<file path="config.mk">
export PLATFORM = sky130hd
export DESIGN_NAME = nand_access_seq
export DESIGN_NICKNAME = d
export VERILOG_FILES = /design/src/rtl/nand_seq_pkg.sv /design/src/rtl/nand_cfg_reg.sv /design/src/rtl/nand_wait_sync.sv /design/src/rtl/nand_phase_fsm.sv /design/src/rtl/nand_access_seq.sv
export SDC_FILE = /design/constraint.sdc
export NUM_CORES = 1
export LEC_CHECK = 0
export ABC_CLOCK_PERIOD_IN_PS = 3290
export BUFFER_PORTS_ARGS = -buffer_cell sky130_fd_sc_hd__buf_2
export CORE_MARGIN = 2
export CORE_UTILIZATION = 35
export DETAILED_ROUTE_END_ITERATION = 10
export GPL_TIMING_DRIVEN = 1
export PLACE_DENSITY = 0.67
export SLEW_MARGIN = 20
export SYNTH_ARGS = -nofsm -noshare
export SYNTH_HDL_FRONTEND = slang
export SYNTH_HIERARCHICAL = 1
export SYNTH_SLANG_ARGS = --single-unit
</file>
<file path="constraint.sdc">
create_clock -name clk -period 3.29 [get_ports clk]
set_input_delay 0.329 -clock clk [delete_from_list [all_inputs] [get_ports clk]]
set_output_delay 0.329 -clock clk [all_outputs]
set_load 0.05 [all_outputs]
</file>
<file path="src/rtl/nand_seq_pkg.sv">
package nand_seq_pkg;

  localparam int FIELD_W = 8;
  localparam int CFG_W   = 4 * FIELD_W;
  localparam logic [CFG_W-1:0] CFG_RESET = 32'hFCFC_FCFC;

  typedef enum logic [2:0] {
    ST_IDLE,
    ST_SETUP,
    ST_COMMAND,
    ST_WAIT_EXT,
    ST_HOLD
  } seq_state_e;

  // Field layout of the timing word; the first member lands in the MSBs.
  typedef struct packed {
    logic [FIELD_W-1:0] hiz;
    logic [FIELD_W-1:0] hold;
    logic [FIELD_W-1:0] wt;
    logic [FIELD_W-1:0] setup;
  } tim_fields_t;

endpackage

</file>
<file path="src/rtl/nand_cfg_reg.sv">
module nand_cfg_reg
  import nand_seq_pkg::*;
#(
  parameter logic [CFG_W-1:0] RESET_VAL = CFG_RESET
) (
  input  logic              clk,
  input  logic              rst_n,
  input  logic              load,
  input  logic [CFG_W-1:0]  value,
  output tim_fields_t       fields
);

  logic [CFG_W-1:0] word_q;

  always_ff @(posedge clk or negedge rst_n) begin
    if (!rst_n)    word_q <= RESET_VAL;
    else if (load) word_q <= value;
  end

  assign fields = tim_fields_t'(word_q);

endmodule

</file>
<file path="src/rtl/nand_wait_sync.sv">
module nand_wait_sync #(
  parameter int STAGES = 2
) (
  input  logic clk,
  input  logic rst_n,
  input  logic wait_n_async,
  output logic ready_sync
);

  logic [STAGES-1:0] chain_q;

  generate
    if (STAGES == 1) begin : g_single
      always_ff @(posedge clk or negedge rst_n) begin
        if (!rst_n) chain_q <= '1;
        else        chain_q <= wait_n_async;
      end
    end else begin : g_multi
      always_ff @(posedge clk or negedge rst_n) begin
        if (!rst_n) chain_q <= '1;
        else        chain_q <= {chain_q[STAGES-2:0], wait_n_async};
      end
    end
  endgenerate

  assign ready_sync = chain_q[STAGES-1];

endmodule

</file>
<file path="src/rtl/nand_phase_fsm.sv">
module nand_phase_fsm
  import nand_seq_pkg::*;
(
  input  logic        clk,
  input  logic        rst_n,
  input  logic        start,
  input  logic        start_write,
  input  tim_fields_t fields,
  input  logic        wait_ready,
  output logic        busy,
  output logic        cmd_on,
  output logic        is_write,
  output logic        cmd_end,
  output logic        acc_end,
  output logic        drive_ok
);

  localparam int CW = FIELD_W + 1;

  seq_state_e         state_q;
  logic [CW-1:0]      cnt_q;
  logic [FIELD_W-1:0] hiz_q;
  logic [FIELD_W-1:0] wt_q;
  logic [FIELD_W-1:0] hold_q;
  logic               wr_q;
  logic [CW-1:0]      hold_len;

  // Reads hold one cycle longer than writes.
  assign hold_len = {1'b0, hold_q} + CW'(!wr_q);

  assign cmd_end = ((state_q == ST_COMMAND) && (cnt_q == '0) && wait_ready) ||
                   ((state_q == ST_WAIT_EXT) && wait_ready);
  assign acc_end = (cmd_end && (hold_len == '0)) ||
                   ((state_q == ST_HOLD) && (cnt_q == '0));

  always_ff @(posedge clk or negedge rst_n) begin
    if (!rst_n) begin
      state_q <= ST_IDLE;
      cnt_q   <= '0;
      wt_q    <= '0;
      hold_q  <= '0;
      wr_q    <= 1'b0;
    end else begin
      unique case (state_q)
        ST_IDLE: if (start) begin
          wt_q    <= fields.wt;
          hold_q  <= fields.hold;
          wr_q    <= start_write;
          cnt_q   <= {1'b0, fields.setup};
          state_q <= ST_SETUP;
        end
        ST_SETUP: begin
          if (cnt_q == '0) begin
            cnt_q   <= {1'b0, wt_q};
            state_q <= ST_COMMAND;
          end else begin
            cnt_q <= cnt_q - CW'(1);
          end
        end
        ST_COMMAND, ST_WAIT_EXT: begin
          if (cmd_end) begin
            cnt_q   <= hold_len - CW'(1);
            state_q <= (hold_len == '0) ? ST_IDLE : ST_HOLD;
          end else if (state_q == ST_COMMAND) begin
            if (cnt_q == '0) state_q <= ST_WAIT_EXT;
            else             cnt_q   <= cnt_q - CW'(1);
          end
        end
        ST_HOLD: begin
          if (cnt_q == '0) state_q <= ST_IDLE;
          else             cnt_q   <= cnt_q - CW'(1);
        end
        default: state_q <= ST_IDLE;
      endcase
    end
  end

  // Hi-Z window counts from the first setup cycle.
  always_ff @(posedge clk or negedge rst_n) begin
    if (!rst_n)                          hiz_q <= '0;
    else if (start && !busy)             hiz_q <= fields.hiz;
    else if (busy && (hiz_q != '0))      hiz_q <= hiz_q - FIELD_W'(1);
  end

  assign busy     = (state_q != ST_IDLE);
  assign cmd_on   = (state_q == ST_COMMAND) || (state_q == ST_WAIT_EXT);
  assign is_write = wr_q;
  assign drive_ok = busy && wr_q && (hiz_q == '0);

  AST_CMD_FOLLOWS_SETUP: assert property (@(posedge clk) disable iff (!rst_n)
    (state_q == ST_COMMAND && $past(state_q) != ST_COMMAND) |-> ($past(state_q) == ST_SETUP));
  AST_EXT_NEEDS_WAIT: assert property (@(posedge clk) disable iff (!rst_n)
    (state_q == ST_WAIT_EXT && $past(state_q) == ST_COMMAND) |-> !$past(wait_ready));
  AST_HOLD_AFTER_CMD: assert property (@(posedge clk) disable iff (!rst_n)
    (state_q == ST_HOLD && $past(state_q) != ST_HOLD) |-> ($past(state_q) == ST_COMMAND || $past(state_q) == ST_WAIT_EXT));

endmodule

</file>
<file path="src/rtl/nand_access_seq.sv">
module nand_access_seq
  import nand_seq_pkg::*;
#(
  parameter int ADDR_W      = 16,
  parameter int DATA_W      = 8,
  parameter int SYNC_STAGES = 2
) (
  input  logic              clk,
  input  logic              rst_n,
  input  logic              cfg_load,
  input  logic [CFG_W-1:0]  cfg_value,
  input  logic              req_valid,
  output logic              req_ready,
  input  logic              req_write,
  input  logic [ADDR_W-1:0] req_addr,
  input  logic [DATA_W-1:0] req_wdata,
  output logic              rsp_valid,
  output logic [DATA_W-1:0] rsp_rdata,
  output logic              mem_addr_vld,
  output logic [ADDR_W-1:0] mem_addr,
  output logic              mem_we_n,
  output logic              mem_oe_n,
  output logic              mem_dq_oe,
  output logic [DATA_W-1:0] mem_dq_out,
  input  logic [DATA_W-1:0] mem_dq_in,
  input  logic              mem_wait_n
);

  tim_fields_t       fields;
  logic              wait_ready;
  logic              busy, cmd_on, is_write, cmd_end, acc_end, drive_ok;
  logic              accept;
  logic [ADDR_W-1:0] addr_q;
  logic [DATA_W-1:0] wdata_q;
  logic [DATA_W-1:0] rdata_q;
  logic              rsp_q;

  nand_cfg_reg #(.RESET_VAL(CFG_RESET)) u_cfg (
    .clk    (clk),
    .rst_n  (rst_n),
    .load   (cfg_load),
    .value  (cfg_value),
    .fields (fields)
  );

  nand_wait_sync #(.STAGES(SYNC_STAGES)) u_sync (
    .clk          (clk),
    .rst_n        (rst_n),
    .wait_n_async (mem_wait_n),
    .ready_sync   (wait_ready)
  );

  nand_phase_fsm u_fsm (
    .clk         (clk),
    .rst_n       (rst_n),
    .start       (accept),
    .start_write (req_write),
    .fields      (fields),
    .wait_ready  (wait_ready),
    .busy        (busy),
    .cmd_on      (cmd_on),
    .is_write    (is_write),
    .cmd_end     (cmd_end),
    .acc_end     (acc_end),
    .drive_ok    (drive_ok)
  );

  assign req_ready = !busy;
  assign accept    = req_valid && req_ready;

  always_ff @(posedge clk or negedge rst_n) begin
    if (!rst_n) begin
      addr_q  <= '0;
      wdata_q <= '0;
    end else if (accept) begin
      addr_q  <= req_addr;
      wdata_q <= req_wdata;
    end
  end

  always_ff @(posedge clk or negedge rst_n) begin
    if (!rst_n)                    rdata_q <= '0;
    else if (cmd_end && !is_write) rdata_q <= mem_dq_in;
  end

  always_ff @(posedge clk or negedge rst_n) begin
    if (!rst_n) rsp_q <= 1'b0;
    else        rsp_q <= acc_end;
  end

  assign rsp_valid    = rsp_q;
  assign rsp_rdata    = rdata_q;
  assign mem_addr_vld = busy;
  assign mem_addr     = addr_q;
  assign mem_we_n     = !(cmd_on && is_write);
  assign mem_oe_n     = !(cmd_on && !is_write);
  assign mem_dq_oe    = drive_ok;
  assign mem_dq_out   = wdata_q;

  AST_ONE_STROBE: assert property (@(posedge clk) disable iff (!rst_n)
    !(!mem_we_n && !mem_oe_n));
  AST_STROBE_IN_ADDR: assert property (@(posedge clk) disable iff (!rst_n)
    (!mem_we_n || !mem_oe_n) |-> mem_addr_vld);
  AST_READ_NO_DRIVE: assert property (@(posedge clk) disable iff (!rst_n)
    !mem_oe_n |-> !mem_dq_oe);
  AST_ACK_PULSE: assert property (@(posedge clk) disable iff (!rst_n)
    rsp_valid |=> !rsp_valid);
  AST_READY_DROPS: assert property (@(posedge clk) disable iff (!rst_n)
    (req_valid && req_ready) |=> !req_ready);
  AST_ADDR_STABLE: assert property (@(posedge clk) disable iff (!rst_n)
    (mem_addr_vld && $past(mem_addr_vld)) |-> $stable(mem_addr));

endmodule

</file>
==> results of run 1 <==
critical path, cell delays in order (launching register included):
cell	delay, ns
dfrtp_1	0.37
inv_1	0.10
ha_1	0.20
or4b_4	0.50
or4_4	0.47
nor3_1	0.14
buf_2	0.29
area by class of cell:
class	count	area, um^2
clock inverter	7	47.55
timing repair buffer	115	600.6
sequential	104	2635
tap	184	230.2
fill	1411	8444
inverter	15	56.30
multi-input combinational	311	2405
clock buffer	9	225.2
metrics by stage:
step | worst slack, ns | power [mW] | instance area [um^2] | hold WS, ns | std cells
after detailed placement | 0.5527 | 1.662 | 5917 | 0.2560 | 728
after floorplan | 0.3788 | 1.562 | 5285 | 0.03341 | 455
after global placement | 0.6532 | 1.655 | 5917 | 0.2487 | 728
after global routing | 0.2798 | 2.750 | 6200 | 0.05717 | 745
final | 0.5273 | 2.620 | 6200 | 0.07043 | 745
after CTS | 0.4983 | 2.667 | 6200 | 0.05555 | 745
metal layers:
metal	global-route usage (%)	up-vias
met1	20.16	1843
met5	0	-
met2	24.19	151
met3	3.458	17
met4	6.529	0
li1	-	1805
power by group through the flow:
stage,clock network (mW),logic [mW],registers (mW)
after floorplan,0,0.106,1.46
after detailed placement,0,0.245,1.42
after global routing,1.09,0.262,1.40
final,0.985,0.242,1.39
after CTS,1.03,0.247,1.39
after global placement,0,0.240,1.41
cell usage in the layout, fill, tap and decap left out, types with 3 or more instances in the layout:
| cell type | instances |
|---|---|
| a211oi_1 | 5 |
| a21oi_1 | 14 |
| a31oi_1 | 5 |
| and2_1 | 6 |
| buf_2 | 106 |
| buf_4 | 8 |
| clkbuf_16 | 9 |
| dfrtp_1 | 78 |
| dfstp_2 | 26 |
| ha_1 | 6 |
| inv_1 | 13 |
| mux2_2 | 14 |
| mux2_4 | 49 |
| nand2_1 | 65 |
| nand2b_1 | 7 |
| nand3_1 | 7 |
| nand4_1 | 4 |
| nor2_1 | 22 |
| nor3_1 | 12 |
| o211ai_1 | 5 |
| o21ai_0 | 18 |
| o21ai_1 | 4 |
| o22ai_1 | 3 |
| or3_1 | 3 |
| xnor2_1 | 13 |
| xor2_1 | 3 |
cells by family after synthesis:
group	Yosys count	synth area share, %
flops	104	49.86
simple gates	146	13.87
compound gates	77	9.920
buf+inv	40	4.782
xor+xnor	16	2.652
mux	66	17.50
fa+ha+maj	6	1.420
cell usage after synthesis (all sizes together), types with 2 or more instances:
| cell | number | area, um^2 |
|---|---|---|
| a211o | 3 | 27.53 |
| a211oi | 5 | 37.54 |
| a21oi | 14 | 70.07 |
| a221o | 2 | 20.02 |
| a221oi | 2 | 17.52 |
| a22oi | 2 | 15.01 |
| a31oi | 6 | 43.79 |
| and2 | 6 | 37.54 |
| and3 | 3 | 23.77 |
| buf | 14 | 155.2 |
| clkbuf | 11 | 41.29 |
| dfrtp | 78 | 1952 |
| dfstp | 26 | 683.2 |
| ha | 6 | 75.07 |
| inv | 15 | 56.31 |
| mux2 | 64 | 904.6 |
| mux2i | 2 | 20.02 |
| nand2 | 66 | 250.2 |
| nand2b | 7 | 43.79 |
| nand3 | 7 | 35.03 |
| nand4 | 4 | 25.02 |
| nor2 | 22 | 82.58 |
| nor2b | 2 | 12.51 |
| nor3 | 13 | 70.07 |
| nor4 | 3 | 25.02 |
| nor4b | 2 | 32.53 |
| o211ai | 6 | 58.81 |
| o21ai | 22 | 110.1 |
| o22ai | 3 | 18.77 |
| o311ai | 2 | 17.52 |
| or3 | 3 | 18.77 |
| or4 | 3 | 30.03 |
| xnor2 | 13 | 113.9 |
| xor2 | 3 | 26.28 |
timing repair:
item                                   in CTS  in global routing
endpoints found under the hold margin      19                  0
hold buffers                                1                  0
setup endpoints to repair                   0                  0
registers in the layout (all words and copies together), names as in the netlist, 2 cells and up:
register and cells:
u_fsm/hiz_q 8, mem_dq_out 8, u_fsm/hold_q 8, u_sync/chain_q 2, rsp_rdata 8, u_fsm/wt_q 8, u_fsm/cnt_q 9, u_fsm/state_q 3
mem_addr 16, u_cfg/fields 32
path summary, 6_finish.rpt:
path | from | slack [ns] | endpoint | cells past startpoint
hold / removal | mem_wait_n | 0.07 | u_sync/chain_q[0]$_DFF_PN1_ | 1
min in group asynchronous | rst_n | 0.42 | u_cfg/fields[9]$_DFFE_PN0P_ | 2
hold reg to reg | u_sync/chain_q[0]$_DFF_PN1_ | 0.36 | u_sync/chain_q[1]$_DFF_PN1_ | 0
setup reg to reg | u_fsm/state_q[2]$_DFFE_PN0P_ | 0.55 | u_fsm/hiz_q[4]$_DFFE_PN0P_ | 9
setup / recovery | u_fsm/hiz_q[0]$_DFFE_PN0P_ | 0.53 | mem_dq_oe | 6
max in group asynchronous | rst_n | 2.02 | u_cfg/fields[3]$_DFFE_PN1P_ | 3
==> key figures, run 1 <==
Run status
  – Outcome: finished clean

STA
  – RSZ-0062 raised after global routing: no
  – Fin crit period: 2.763 ns
  – Setup Total Neg Slack: 0 ns
  – Clock Skews: 0.006961 ns
  – Slew HR: 31.15%
  – Final Cycle Share: 83.97%
  – Final hold violations: 0
  – FMAX: 362.0 MHz
  – Setup-failing EPs final: 0
  – Count of pins over their slew limit: 0
  – Worst-margin pin slew: 1.033 ns

Placed design
  – GP Congestion: 0.8757
  – DPL Wire Length: 8864 um
  – I/O Buffers: 107

Drt
  – Met3 WL post-DR: 738 um
  – Initial DRC Count: 299
  – Wire length on met1: 5397 um
  – TritonRoute pass-1 iters: 5
  – Met2 wire len: 5443 um
  – Via-to-Cell Ratio: 5.122
  – Post-route ant nets: 0
  – Vias: 3816
  – WL/cell: 15.93 um
  – Routed WL: 11870 um
  – DRC violation count after routing: 0
  – Max layer used: met4

Clock tree
  – H-tree depth: 3
  – CTS tree: built
  – Latest clock arrival within the worst-skew pair: 0.35 ns
  – CTS Root Cell: clkbuf_16
  – Post-CTS sizing: 0
  – Postcts setup bufs: 0
  – CTS buffer count: 9
  – Sink Count: 104
  – CTS max path bufs: 2
  – CTS clk-pin slew, worst paths: 0.07 ns

Yosys
  – Synth Instances: 455
  – Post-synth EDFFs: 0
  – Synth Warn #: 6
  – Main flop type after synthesis: dfrtp_1
  – Yosys reg bits: 104
  – Mapped Area: 5285 um^2
  – Synth Area per Inst: 11.62 um^2
  – Syn nets: 531
  – Yosys cell types: 65
  – Sequential-to-total area share from yosys stat: 49.86%
  – Post-synth ARST share: 100.0%

Global routing
  – First-pass GRT wire length: 19400 um
  – GRT Total Usage: 15.27%
  – Largest net degree at the start of global routing: 43
  – Initial antenna violation count: 0
  – GRT overflow: 0
  – Vias in the first global route: 3822

Pwr
  – Pwr per Cell Area: 422.5 nW/um^2
  – Internal power: 1.989 mW
  – Clock share of power: 37.6%
  – Switching Share: 24.09%
  – P_sw: 0.6310 mW
  – Gate power share: 9.2%
  – Peak VDD IR: 0.3258 mV
  – P_leak: 3.011 nW
  – Reg power frac: 53.2%

Setup path
  – Worst setup SP type: flop
  – Crit end category: primary output
  – Critical path type: flop to primary output
  – CP required: 2.96 ns
  – Max Fanout on Critical Path: 5
  – WP data arrival: 2.43 ns

Floorplanning
  – Boundary Pins: 108
  – Die area: 16100 um^2
  – Core footprint: 14640 um^2
  – Die width: 126.9 um
  – Initial core utilization: 36.09%
  – Die height: 126.9 um
  – # rows: 44

Final layout
  – Share of cells above drive strength 1: 41.89%
  – Area Growth Syn to Fin: 17.31%
  – Nets: 632
  – N_diodes: 0
  – Fin util: 42.34%

Min path
  – Hold WC Path Type: input pin to flop

Flow run
  – Max Cap Viol: 0
(Power assumes the default switching activity.)
==> run 2, diff against run 1 <==
- ABC_CLOCK_PERIOD_IN_PS: 3290 -> 2800
- clock period: 3.29 -> 2.8 ns (I/O delays scaled with it)
==> run 2 against run 1 <==
Net effect: flip-flop and latch count unchanged; design area is 1.2% higher; non-clock buffer count up 5; setup slack lost 0.38 ns; sequential share of layout area shrank 0.50 points; global-route usage grew 0.57 points; hold slack worse by 0.049 ns.
==> key figures, run 2 (same netlist as run 1, synthesis figures left out) <==
Run status
  – Outcome: finished clean

Final layout
  – Area Growth Syn to Fin: 18.70%
  – N_diodes: 0
  – Nets: 637
  – Share of cells above drive strength 1: 42.76%
  – Fillers: 1400
  – Max reg flops: 32
  – Most frequent cells in the layout: buf_2 (106), dfrtp_1 (78), nand2_1 (64), mux2_4 (49), dfstp_2 (26)
  – Area of the multi-input gates: 2417 um^2
  – Most common cell after layout, fill and taps aside: buf_2
  – Reg area: 2635 um^2

STA
  – Final Cycle Share: 94.81%
  – Fin crit period: 2.655 ns
  – Count of pins over their slew limit: 0
  – Final hold violations: 0
  – FMAX: 376.7 MHz
  – Worst-margin pin slew: 1.029 ns
  – Slew HR: 31.39%
  – Setup-failing EPs final: 0
  – Setup Total Neg Slack: 0 ns
  – Clock Skews: 0.01040 ns
  – Hold slack: 0.02147 ns
  – RSZ-0062 raised after global routing: no

Min path
  – Hold WC Path Type: input pin to flop

Drt
  – Initial DRC Count: 246
  – Post-route ant nets: 0
  – TritonRoute pass-1 iters: 4
  – WL/cell: 16.21 um
  – Routed WL: 12160 um
  – Via-to-Cell Ratio: 5.039
  – DRC violation count after routing: 0
  – Vias: 3779

Clock tree
  – CTS Root Cell: clkbuf_16
  – CTS max path bufs: 2
  – Sink Count: 104
  – H-tree depth: 3
  – Latest clock arrival within the worst-skew pair: 0.35 ns
  – CTS clk-pin slew, worst paths: 0.07 ns
  – CTS buffer count: 9
  – CTS tree: built

Setup path
  – Slowest stage delay, CP: 0.50 ns
  – Crit end category: primary output
  – Buf/Inv on CP: 2
  – Setup crit start: u_fsm/hiz_q[0]$_DFFE_PN0P_
  – Critical path, cell by cell: inv_1 > ha_1 > or4b_4 > or4_4 > nor3_2 > buf_2
  – CP required: 2.52 ns
  – Setup slack, reg-to-reg: 0.16 ns
  – Worst Setup EP: mem_dq_oe
  – R2R depth: 11
  – Reg2Reg Launch Point: u_fsm/is_write$_DFFE_PN0P_
  – WP data arrival: 2.37 ns
  – FF-to-FF End: u_fsm/state_q[2]$_DFFE_PN0P_
  – Critical path type: flop to primary output
  – Crit-path leading delay family: simple AND/OR/NAND/NOR gates
  – CP max stage cell: or4b_4
  – Worst setup SP type: flop
  – Number of gates on the worst path with buffers counted: 6
  – Max Fanout on Critical Path: 5

Global routing
  – GRT overflow: 0
  – GRT Total Usage: 15.83%
  – Initial antenna violation count: 0
  – Vias in the first global route: 3854
  – Largest net degree at the start of global routing: 70
  – First-pass GRT wire length: 19970 um

Placed design
  – I/O Buffers: 107
  – DPL Wire Length: 9103 um
  – GP Congestion: 0.9009

Floorplanning
  – Boundary Pins: 108
  – Core footprint: 14640 um^2
  – Initial core utilization: 36.09%
  – Die height: 126.9 um
  – # rows: 44
  – Die width: 126.9 um
  – Die area: 16100 um^2

Pwr
  – Tot Pwr: 3.147 mW
  – P_leak: 3.045 nW
  – Gate power share: 9.1%
  – P_sw: 0.7204 mW
  – Clock share of power: 38.9%
  – Peak VDD IR: 0.2642 mV
  – Pwr per Cell Area: 501.6 nW/um^2
  – Internal power: 2.427 mW
  – Switching Share: 22.89%
  – Reg power frac: 52.0%

Flow run
  – Max Cap Viol: 0
==> run 2: cell count changes in the layout (fill, tap and decap cells not counted), moves of 2 or more <==
| cell | previous run | this run |
|---|---|---|
| buf_4 | 8 | 12 |
| clkbuf_1 | 0 | 3 |
| clkinv_4 | 2 | 0 |
| ha_1 | 6 | 4 |
| ha_2 | 0 | 2 |
==> run 2: power groups by stage <==
stage,logic [mW],registers (mW),clock network [mW]
detailed placement,0.290,1.66,0
floorplan,0.124,1.71,0
CTS,0.293,1.64,1.26
global route,0.310,1.64,1.33
finish,0.286,1.64,1.23
global placement,0.283,1.66,0
==> run 2: worst min-delay path by stage <==
stage	start	endpoint	cells past startpoint	slack, ns
floorplan	rst_n	mem_addr[0]$_DFFE_PN0P_	0	-0.02
global placement	rst_n	u_cfg/fields[8]$_DFFE_PN0P_	1	0.26
detailed placement	rst_n	u_cfg/fields[8]$_DFFE_PN0P_	1	0.27
CTS	mem_wait_n	u_sync/chain_q[0]$_DFF_PN1_	1	0.009
global route	mem_wait_n	u_sync/chain_q[0]$_DFF_PN1_	1	0.004
finish	mem_wait_n	u_sync/chain_q[0]$_DFF_PN1_	1	0.02
==> run 2: repair_timing <==
item | CTS | global route
hold buffers | 1 | 0
setup buffers | 0 | 1
resized for setup | 0 | 3
hold endpoints to repair | 27 | 0
endpoints found under the setup margin | 0 | 4
==> run 2: routing by layer <==
metal	track usage [%]	vias to the layer above	wire [um]
li1	-	1818	-
met1	21.91	1853	5775
met2	24.48	96	5614
met3	4.091	12	572
met4	4.913	0	195
met5	0	-	0
==> run 2: area by class of cell <==
class / count / share of cell area, %
Clock buffer: 12 / 3.769
Timing Repair Buffer: 120 / 10.37
Tap cell: 184 / 3.670
Clock inverter: 4 / 0.7579
Inverter: 15 / 0.8975
Sequential cell: 104 / 42.00
Multi-Input combinational cell: 311 / 38.53
==> run 2: stage by stage <==
step           instances  utilization (%)  instance area (um^2)  setup WS (ns)
2_1_floorplan        455                -                  5290         0.2488
3_3_place_gp         732            40.73                  5964         0.1548
3_5_place_dp         732            40.73                  5964        0.07776
4_1_cts              749            42.74                  6259        0.05650
5_1_grt              750            42.84                  6274        0.01950
6_report             750            42.84                  6274         0.1452
==> run 3, diff against run 2 <==
- CORE_UTILIZATION: 35 -> 55
- GPL_ROUTABILITY_DRIVEN: default -> 0
- PLACE_DENSITY: 0.67 -> 0.92
==> run 3 against run 2 <==
Net effect: cell count down 7.6%; setup slack got worse by 0.065 ns; hold slack better by 0.11 ns; largest power group unchanged; clock power down 11%; via count grew 5.2%; highest routed layer unchanged; critical path type unchanged; fmax decreased by 2.4%; non-clock buffer count shrank 2; global-route usage increased by 7.7 points; combinational power about the same; utilization rose by 24 points; largest cell class unchanged; sequential power about the same; die area shrank 35%.
==> key figures, run 3 (same netlist as run 1, synthesis figures left out) <==
Run status
  – Outcome: finished clean

Floorplanning
  – Initial core utilization: 56.93%
  – Die height: 102.0 um
  – Boundary Pins: 108
  – Die area: 10410 um^2
  – Die width: 102.0 um
  – # rows: 35
  – Core footprint: 9284 um^2

Placed design
  – DPL Wire Length: 8489 um
  – I/O Buffers: 107
  – Placed Area: 5873 um^2
  – Placed insts: 674

Clock tree
  – CTS clk-pin slew, worst paths: 0.10 ns
  – CTS Root Cell: clkbuf_8
  – CTS tree: built
  – Sink Count: 104
  – H-tree depth: 3
  – Latest clock arrival within the worst-skew pair: 0.37 ns
  – CTS max path bufs: 2
  – CTS buffer count: 9

STA
  – Clock Skews: 0.01157 ns
  – Setup Total Neg Slack: 0 ns
  – RSZ-0062 raised after global routing: no
  – FMAX: 367.7 MHz
  – Setup-failing EPs final: 0
  – Count of pins over their slew limit: 0
  – Hold slack: 0.1299 ns
  – Worst-margin pin slew: 0.9852 ns
  – Final hold violations: 0
  – Final Cycle Share: 97.14%
  – Fin crit period: 2.720 ns
  – Slew HR: 34.32%

Setup path
  – Worst setup SP type: flop
  – FF-to-FF End: u_fsm/state_q[2]$_DFFE_PN0P_
  – Max Fanout on Critical Path: 5
  – CP required: 2.52 ns
  – Setup slack, reg-to-reg: 0.15 ns
  – Crit end category: primary output
  – R2R depth: 11
  – Reg2Reg Launch Point: u_fsm/is_write$_DFFE_PN0P_
  – Critical path type: flop to primary output
  – WP data arrival: 2.44 ns

Final layout
  – Fin area: 6162 um^2
  – Share of cells above drive strength 1: 42.73%
  – Most frequent cells in the layout: buf_2 (105), dfrtp_1 (78), nand2_1 (64), mux2_4 (49), dfstp_2 (26)
  – Area Growth Syn to Fin: 16.60%
  – Max reg flops: 32
  – Reg area: 2635 um^2
  – Fillers: 704
  – Most common cell after layout, fill and taps aside: buf_2
  – N_diodes: 0
  – Non-filler cells, final: 693
  – Area of the multi-input gates: 2431 um^2
  – Nets: 635

Min path
  – Hold WC Path Type: input pin to flop
  – HP Start: req_wdata[4]
  – Worst Hold Path EP: mem_dq_out[4]$_DFFE_PN0P_
  – Hold path cells: 2

Global routing
  – GRT overflow: 0
  – Vias in the first global route: 3985
  – First-pass GRT wire length: 19370 um
  – Largest net degree at the start of global routing: 60
  – GRT Total Usage: 23.57%
  – Initial antenna violation count: 0

Pwr
  – Pwr per Cell Area: 491.2 nW/um^2
  – Peak VDD IR: 0.2762 mV
  – P_leak: 3.011 nW

Drt
  – TritonRoute pass-1 iters: 5
  – Initial DRC Count: 262
  – DRC violation count after routing: 0
  – Post-route ant nets: 0
  – Via-to-Cell Ratio: 5.734
  – Vias: 3974
  – WL/cell: 17.24 um
  – Routed WL: 11950 um

Flow run
  – Max Cap Viol: 0
## run 3: area by class of cell
cell class	instances	share of cell area [%]
Tap cell	129	2.619
Sequential cell	104	42.76
Multi-Input combinational cell	311	39.45
Inverter	15	0.9137
Timing Repair Buffer	118	10.40
Clock buffer	11	2.132
Clock inverter	5	1.726
## run 3: per-stage QoR
| stage | util, % | setup slack (ns) | power (mW) |
|---|---|---|---|
| detailed placement | 63.26 | 0.03734 | 1.952 |
| finish | 66.37 | 0.08015 | 3.027 |
| global route | 66.37 | 0.008777 | 3.145 |
| floorplan | - | 0.2488 | 1.835 |
| global placement | 63.26 | 0.1776 | 1.938 |
| CTS | 66.04 | 0.03510 | 3.042 |
## run 3: metal layers
| layer | GRT usage (%) | up-vias | routed length [um] |
|---|---|---|---|
| li1 | - | 1810 | - |
| met1 | 30.77 | 1904 | 4820 |
| met2 | 39.27 | 216 | 5840 |
| met3 | 5.267 | 44 | 947 |
| met4 | 7.795 | 0 | 340 |
| met5 | 0 | - | 0 |
## run 3: worst max-delay path: stages, from the launching register on
cell,delay [ns]
dfrtp_1,0.39
inv_1,0.10
ha_1,0.20
or4b_4,0.51
or4_4,0.48
nor3_2,0.12
clkbuf_4,0.26
## run 3: how the worst max path moves through the flow
stage,slack [ns],depth (start not counted),to,startpoint
final,0.08,6,mem_dq_oe,u_fsm/hiz_q[0]$_DFFE_PN0P_
after global routing,0.009,11,u_fsm/state_q[2]$_DFFE_PN0P_,u_fsm/is_write$_DFFE_PN0P_
after CTS,0.04,11,u_fsm/state_q[2]$_DFFE_PN0P_,u_fsm/is_write$_DFFE_PN0P_
after detailed placement,0.04,11,u_fsm/state_q[2]$_DFFE_PN0P_,u_fsm/is_write$_DFFE_PN0P_
after global placement,0.18,11,u_fsm/state_q[2]$_DFFE_PN0P_,u_fsm/is_write$_DFFE_PN0P_
after floorplan,0.25,11,u_fsm/state_q[2]$_DFFE_PN0P_,u_fsm/is_write$_DFFE_PN0P_
## run 3: power breakdown
group | internal, mW | total, mW | switching [mW]
logic | 0.141 | 0.287 | 0.146
clock network | 0.596 | 1.10 | 0.506
registers | 1.59 | 1.64 | 0.0430
## run 3: repair_timing
item,CTS,global route
buffers inserted,0,1
gates resized for setup,0,6
endpoints found under the hold margin,38,0
endpoints found under the setup margin,0,8
hold buffers,2,0
